==> config.mk <==
export PLATFORM = sky130hd
export DESIGN_NAME = pll_phase_cmp
export DESIGN_NICKNAME = d
export VERILOG_FILES = /design/src/rtl/pll_cmp_pkg.sv /design/src/rtl/pll_pfd_core.sv /design/src/rtl/pll_lock_det.sv /design/src/rtl/pll_out_map.sv /design/src/rtl/pll_phase_cmp.sv
export SDC_FILE = /design/constraint.sdc
export NUM_CORES = 1
export LEC_CHECK = 0
export BUFFER_PORTS_ARGS = -buffer_cell sky130_fd_sc_hd__buf_4
export CORE_AREA = 2 2 40 42
export CTS_CLUSTER_SIZE = 16
export DETAILED_ROUTE_END_ITERATION = 8
export DIE_AREA = 0 0 42 44
export PLACE_DENSITY = 0.67
export SYNTH_ARGS = -nofsm -noshare
export SYNTH_HDL_FRONTEND = slang
export SYNTH_SLANG_ARGS = --single-unit
==> constraint.sdc <==
create_clock -name clk -period 2 [get_ports clk]
set_input_delay 0.3 -clock clk [delete_from_list [all_inputs] [get_ports clk]]
set_output_delay 0.3 -clock clk [all_outputs]
set_load 0.02 [all_outputs]
==> src/rtl/pll_cmp_pkg.sv <==
// Shared types of the phase comparator.
// Assumes: a comparison is classified once per clock cycle.
package pll_cmp_pkg;

    // Outcome of a comparison in the current cycle.
    typedef enum logic [1:0] {
        CMP_NONE = 2'd0,   // no comparison closed and no long window
        CMP_GOOD = 2'd1,   // closed with width <= LOCK_W
        CMP_HOLD = 2'd2,   // closed with LOCK_W < width < UNLOCK_W
        CMP_BAD  = 2'd3    // window width reached UNLOCK_W
    } cmp_res_e;

endpackage

==> src/rtl/pll_pfd_core.sv <==
// Phase-frequency detector core. Keeps the open error window (up or down),
// measures its width in clock cycles, and classifies each cycle for the lock
// detector. It also emits a one-cycle overlap flag after a comparison
// closes, and a clamp flag for the first window after reset or power save.
// Assumes: fr_pls and fp_pls are single-cycle strobes synchronous to clk.
module pll_pfd_core
    import pll_cmp_pkg::*;
#(
    parameter int UNLOCK_W = 4,
    parameter int LOCK_W   = 2
) (
    input  logic     clk,
    input  logic     rst_n,
    input  logic     ps_n,
    input  logic     fr_pls,
    input  logic     fp_pls,
    output logic     up_q,
    output logic     dn_q,
    output logic     adz_q,
    output logic     clamp_cut,
    output cmp_res_e cmp_res
);
    localparam int CW = $clog2(UNLOCK_W + 2);
    localparam logic [CW-1:0] UNLOCK_V = CW'(UNLOCK_W);
    localparam logic [CW-1:0] LOCK_V   = CW'(LOCK_W);

    logic [CW-1:0] wid_q;
    logic [CW-1:0] err_w;
    logic          clamp_q;
    logic          active, up_set, dn_set, meet;

    // Combine the held window with this cycle's strobes and measure the error.
    always_comb begin
        active = up_q | dn_q;
        up_set = up_q | fr_pls;
        dn_set = dn_q | fp_pls;
        meet   = up_set & dn_set;
        err_w  = wid_q + CW'(active);
    end

    // Classify this cycle for the lock detector.
    always_comb begin
        if (!ps_n)
            cmp_res = CMP_NONE;
        else if (err_w >= UNLOCK_V)
            cmp_res = CMP_BAD;
        else if (meet)
            cmp_res = (err_w <= LOCK_V) ? CMP_GOOD : CMP_HOLD;
        else
            cmp_res = CMP_NONE;
    end

    // Window, width, overlap and clamp state.
    always_ff @(posedge clk) begin
        if (!rst_n || !ps_n) begin
            up_q    <= 1'b0;
            dn_q    <= 1'b0;
            adz_q   <= 1'b0;
            wid_q   <= '0;
            clamp_q <= 1'b1;
        end else begin
            up_q  <= up_set & ~meet;
            dn_q  <= dn_set & ~meet;
            adz_q <= meet;
            if (meet || !active)
                wid_q <= '0;
            else if (wid_q < UNLOCK_V)
                wid_q <= wid_q + 1'b1;
            if (meet)
                clamp_q <= 1'b0;
        end
    end

    // The clamped window may drive only in its first cycle.
    assign clamp_cut = clamp_q & (wid_q != '0);
endmodule

==> src/rtl/pll_lock_det.sv <==
// Lock detector. Drops the lock flag on a long window. Raises it after
// LOCK_RUN short comparisons in a row. A mid-range comparison restarts the
// run. Power save holds the flag set.
// Assumes: cmp_res is one classification per cycle.
module pll_lock_det
    import pll_cmp_pkg::*;
#(
    parameter int LOCK_RUN = 3
) (
    input  logic     clk,
    input  logic     rst_n,
    input  logic     ps_n,
    input  cmp_res_e cmp_res,
    output logic     lock_q
);
    localparam int RW = $clog2(LOCK_RUN + 1);
    localparam logic [RW-1:0] LAST_V = RW'(LOCK_RUN - 1);

    logic [RW-1:0] run_q;

    // Track the run of short comparisons and the lock flag.
    always_ff @(posedge clk) begin
        if (!rst_n) begin
            lock_q <= 1'b0;
            run_q  <= '0;
        end else if (!ps_n) begin
            lock_q <= 1'b1;
            run_q  <= '0;
        end else begin
            case (cmp_res)
                CMP_BAD: begin
                    lock_q <= 1'b0;
                    run_q  <= '0;
                end
                CMP_HOLD: run_q <= '0;
                CMP_GOOD: begin
                    if (run_q >= LAST_V)
                        lock_q <= 1'b1;
                    else
                        run_q <= run_q + 1'b1;
                end
                default: ;
            endcase
        end
    end
endmodule

==> src/rtl/pll_out_map.sv <==
// Output mapping. Applies the polarity bit to the pump and auxiliary
// outputs, gates the pump enable, and selects the lock flag or the monitor
// copy. Purely combinational.
// Assumes: up_q and dn_q are never set together.
module pll_out_map (
    input  logic fc_pol,
    input  logic lds_sel,
    input  logic ps_n,
    input  logic zc_n,
    input  logic fr_pls,
    input  logic fp_pls,
    input  logic up_q,
    input  logic dn_q,
    input  logic adz_q,
    input  logic clamp_cut,
    input  logic lock_q,
    output logic do_up,
    output logic do_dn,
    output logic do_en,
    output logic aux_r,
    output logic aux_p_low,
    output logic mon_out
);
    logic lock_vis;

    // Polarity-dependent drive, enable gating and output select.
    always_comb begin
        do_up     = fc_pol ? (up_q | adz_q) : (dn_q | adz_q);
        do_dn     = fc_pol ? (dn_q | adz_q) : (up_q | adz_q);
        do_en     = zc_n & ps_n & (up_q | dn_q | adz_q) & ~clamp_cut;
        aux_r     = fc_pol ? dn_q : up_q;
        aux_p_low = fc_pol ? up_q : dn_q;
        lock_vis  = ps_n ? lock_q : 1'b1;
        mon_out   = lds_sel ? (fc_pol ? fr_pls : fp_pls) : lock_vis;
    end
endmodule

==> src/rtl/pll_phase_cmp.sv <==
// Top of the phase comparator with lock detection. Connects the detector
// core, the lock detector and the output mapping. Passes the current-select
// bit through.
// Assumes: all inputs are synchronous to clk.
module pll_phase_cmp
    import pll_cmp_pkg::*;
#(
    parameter int UNLOCK_W = 4,
    parameter int LOCK_W   = 2,
    parameter int LOCK_RUN = 3
) (
    input  logic clk,
    input  logic rst_n,
    input  logic fr_pls,
    input  logic fp_pls,
    input  logic fc_pol,
    input  logic lds_sel,
    input  logic ps_n,
    input  logic zc_n,
    input  logic cs_hi,
    output logic do_up,
    output logic do_dn,
    output logic do_en,
    output logic aux_r,
    output logic aux_p_low,
    output logic mon_out,
    output logic cs_stat
);
    logic     up_q, dn_q, adz_q, clamp_cut, lock_q;
    cmp_res_e cmp_res;

    pll_pfd_core #(.UNLOCK_W(UNLOCK_W), .LOCK_W(LOCK_W)) core_i (
        .clk(clk), .rst_n(rst_n), .ps_n(ps_n),
        .fr_pls(fr_pls), .fp_pls(fp_pls),
        .up_q(up_q), .dn_q(dn_q), .adz_q(adz_q),
        .clamp_cut(clamp_cut), .cmp_res(cmp_res)
    );

    pll_lock_det #(.LOCK_RUN(LOCK_RUN)) lock_i (
        .clk(clk), .rst_n(rst_n), .ps_n(ps_n),
        .cmp_res(cmp_res), .lock_q(lock_q)
    );

    pll_out_map map_i (
        .fc_pol(fc_pol), .lds_sel(lds_sel), .ps_n(ps_n), .zc_n(zc_n),
        .fr_pls(fr_pls), .fp_pls(fp_pls),
        .up_q(up_q), .dn_q(dn_q), .adz_q(adz_q),
        .clamp_cut(clamp_cut), .lock_q(lock_q),
        .do_up(do_up), .do_dn(do_dn), .do_en(do_en),
        .aux_r(aux_r), .aux_p_low(aux_p_low), .mon_out(mon_out)
    );

    // Current select is status only.
    assign cs_stat = cs_hi;
endmodule

==> results.sh <==
export IMPL_clk_latency_ns=0.26
export IMPL_fin_setup_tns_ns=0
export IMPL_drc_errors=0
export IMPL_grt_overflow_total=0
export IMPL_postCtsSetupBuffers=0
export IMPL_netlist_area_leader_share_pct=33.5
export IMPL_htreeDepth=1
export IMPL_yosysSeqAreaShare_pct=33.5
export IMPL_grt_pass1_wl_mm=1.92
export IMPL_core_um2=1420
export IMPL_final_hold_violation_count=0
export IMPL_slowest_delay_ns=0.34
export IMPL_synth_compound_area_share_pct=17.0
export IMPL_powerDensity_nw_per_um2=582
export IMPL_dr_pass1_iters=3
export IMPL_viasPerCell=5.14
export IMPL_worstSetupStartpointType="flip-flop"
export IMPL_nets=96
export IMPL_drtIter0Drc=13
export IMPL_synth_fa_ha_area_share_pct=10.5
export IMPL_max_slew_margin_pct=80.4
export IMPL_num_fill_cells=138
export IMPL_die_width_um=42
export IMPL_port_buffers=13
export IMPL_antenna_cells=0
export IMPL_synth_area_top_cells="dfxtp_1 34%, ha_1 10%, nor2_1 5.7%, buf_6 3.8%, inv_1 3.8%"
export IMPL_syn_inst=67
export IMPL_grt_max_degree=10
export IMPL_stdcell_area_um2=707
export IMPL_worstMarginPinSlew_ns=0.293
export IMPL_synth_flop_cell="dfxtp_1"
export IMPL_avgSynthCellArea_um2=8.91
export IMPL_synth_edf_count=0
export IMPL_synth_xor_area_share_pct=2.94
export IMPL_cts_tree="done"
export IMPL_grt_use_total_pct=14.3
export IMPL_wl_mm=1.18
export IMPL_die_h_um=44
export IMPL_cts_resized=0
export IMPL_min_path_type="input pin to flip-flop"
export IMPL_cts_root_buf="clkbuf_4"
export IMPL_initial_utilization_pct=42.1
export IMPL_placed_area_um2=684
export IMPL_die_area_um2=1850
export IMPL_synth_distinct_cells=29
export IMPL_cts_buffer_depth=2
export IMPL_crit_type="flip-flop to primary output"
export IMPL_synth_nets=81
export IMPL_antenna_found_initial=0
export IMPL_yosys_warnings=0
export IMPL_synthMuxAreaShare_pct=7.13
export IMPL_layout_drive_gt1_share_pct=27.5
export IMPL_required_ns=1.70
export IMPL_async_flop_share_pct=0
export IMPL_syn2layout_area_growth_pct=18.4
export IMPL_postCtsHoldBufs=0
export IMPL_ant_nets=0
export IMPL_synth_top_family_by_area="simple AND/OR/NAND/NOR gates"
export IMPL_peakVddDrop_uv=377
export IMPL_cp_end_kind="primary output"
export IMPL_crit_chain="inv_1 > ha_1 > inv_1 > o21ai_0 > o2111a_1 > buf_4"
export IMPL_synthSimpleGateAreaFrac_pct=20.1
export IMPL_numCtsBuffers=3
export IMPL_wl_per_cell_um=12.2
export IMPL_leakagePower_nw=0.331
export IMPL_grt_pass1_vias=433
export IMPL_syn_area_um2=597
export IMPL_synth_top_area_cell="dfxtp_1"
export IMPL_report_final_slew_viol_count=0
export IMPL_ios=16
export IMPL_path_clk_slew_ns=0.06
export IMPL_rows=14
export IMPL_skew_ns=0.00209
export IMPL_cp_arrival_ns=1.37
export IMPL_slowest_stage="dfxtp_1"
export IMPL_fin_crit_ns=1.67
export IMPL_ys_seq_elements=10
export IMPL_status="complete, no violations"
export IMPL_clock_sinks=10
export IMPL_rrSetupSlack_ns=0.36
export IMPL_setup_violations=0
export IMPL_vias=493
export IMPL_place_congestion=0.778
export IMPL_clock_fmax_mhz=598
export IMPL_drv_cap=0
export IMPL_path_max_fanout=4
export IMPL_path_common_cell="inv_1"
export IMPL_place_hpwl_um=929
export IMPL_rsz0062_at_grt="false"
export IMPL_finalCritPeriodShare_pct=83.6
-- layer usage --
metal  part of all wire (%)  global-route usage, %  vias to the layer above
li1                       -                      -                      262
met1                     46                   17.3                      217
met2                     47                   23.1                       12
met3                    6.7                   6.67                        2
met4                   0.77                   3.87                        0
met5                      0                      0                        -
-- report_power, final --
group          internal [W]  leakage [nW]  switching [W]  total (W)
Combinational     0.0000327         0.236      0.0000328  0.0000656
Sequential         0.000205        0.0814     0.00000535   0.000210
Clock             0.0000695        0.0138      0.0000668   0.000136
Total              0.000307         0.331       0.000105   0.000412
-- state kept, by name, indices dropped and copies added (netlist names) --
signal	count
core_i.clamp_q	1
core_i.up_q	1
core_i.adz_q	1
lock_i.lock_q	1
core_i.wid_q	3
lock_i.run_q	2
core_i.dn_q	1
-- final timing paths --
path / startpoint / to / cells past startpoint
setup / recovery: core_i.wid_q[0] / do_en / 6
hold / removal: fp_pls / core_i.up_q / 2
setup reg to reg: core_i.dn_q / lock_i.run_q[1] / 6
hold reg to reg: core_i.clamp_q / core_i.clamp_q / 1
-- final cells by class --
class                   count  area, um2  share of cell area, %
flip-flops and latches     10        200                   28.3
inverters                   6       22.5                   3.19
repair buffers             13       97.6                   13.8
clock buffers               3       22.5                   3.19
multi-input cells          48        344                   48.7
well taps                  16       20.0                   2.83
-- cells in the final DEF (no fill, tap or decap), types with 3 or more instances in the layout --
| cell type | count |
|---|---|
| ha_1 | 5 |
| nor2_1 | 9 |
| clkbuf_4 | 3 |
| buf_4 | 13 |
| inv_1 | 6 |
| dfxtp_1 | 10 |
| a21oi_1 | 3 |
-- through the flow --
step / std cells / utilization (%) / power (W) / setup slack [ns] / hold slack [ns]
floorplan: 67 / - / 0.000254 / 0.495 / 0.379
global placement: 93 / 48.2 / 0.000279 / 0.452 / 0.433
detailed placement: 93 / 48.2 / 0.000280 / 0.384 / 0.437
finish: 96 / 49.8 / 0.000412 / 0.328 / 0.252
CTS: 96 / 49.8 / 0.000421 / 0.307 / 0.243
global route: 96 / 49.8 / 0.000433 / 0.199 / 0.243
-- worst max-delay path, delay by kind of cell (launching register included) --
| kind | cells | cell delay, ns |
|---|---|---|
| compound gates | 2 | 0.37 |
| fa+ha+maj | 1 | 0.14 |
| flops | 1 | 0.34 |
| buf+inv | 3 | 0.25 |
-- Yosys cell counts, types with 2 or more instances --
cell type   n
dfxtp_1    10
nor2_1      9
inv_1       6
ha_1        5
a21oi_1     3
buf_6       2
mux2_2      2
mux2i_1     2
nand2_1     2
nand3_1     2
nor3_1      2
nor3b_1     2
nor4_1      2
o21ai_0     2
or2_1       2
-- kinds of logic after synthesis --
| group | count (synthesis) |
|---|---|
| mux | 4 |
| fa+ha+maj | 5 |
| simple gates | 23 |
| xor+xnor | 2 |
| flops | 10 |
| buf+inv | 9 |
| compound gates | 14 |
(Power assumes the default switching activity.)
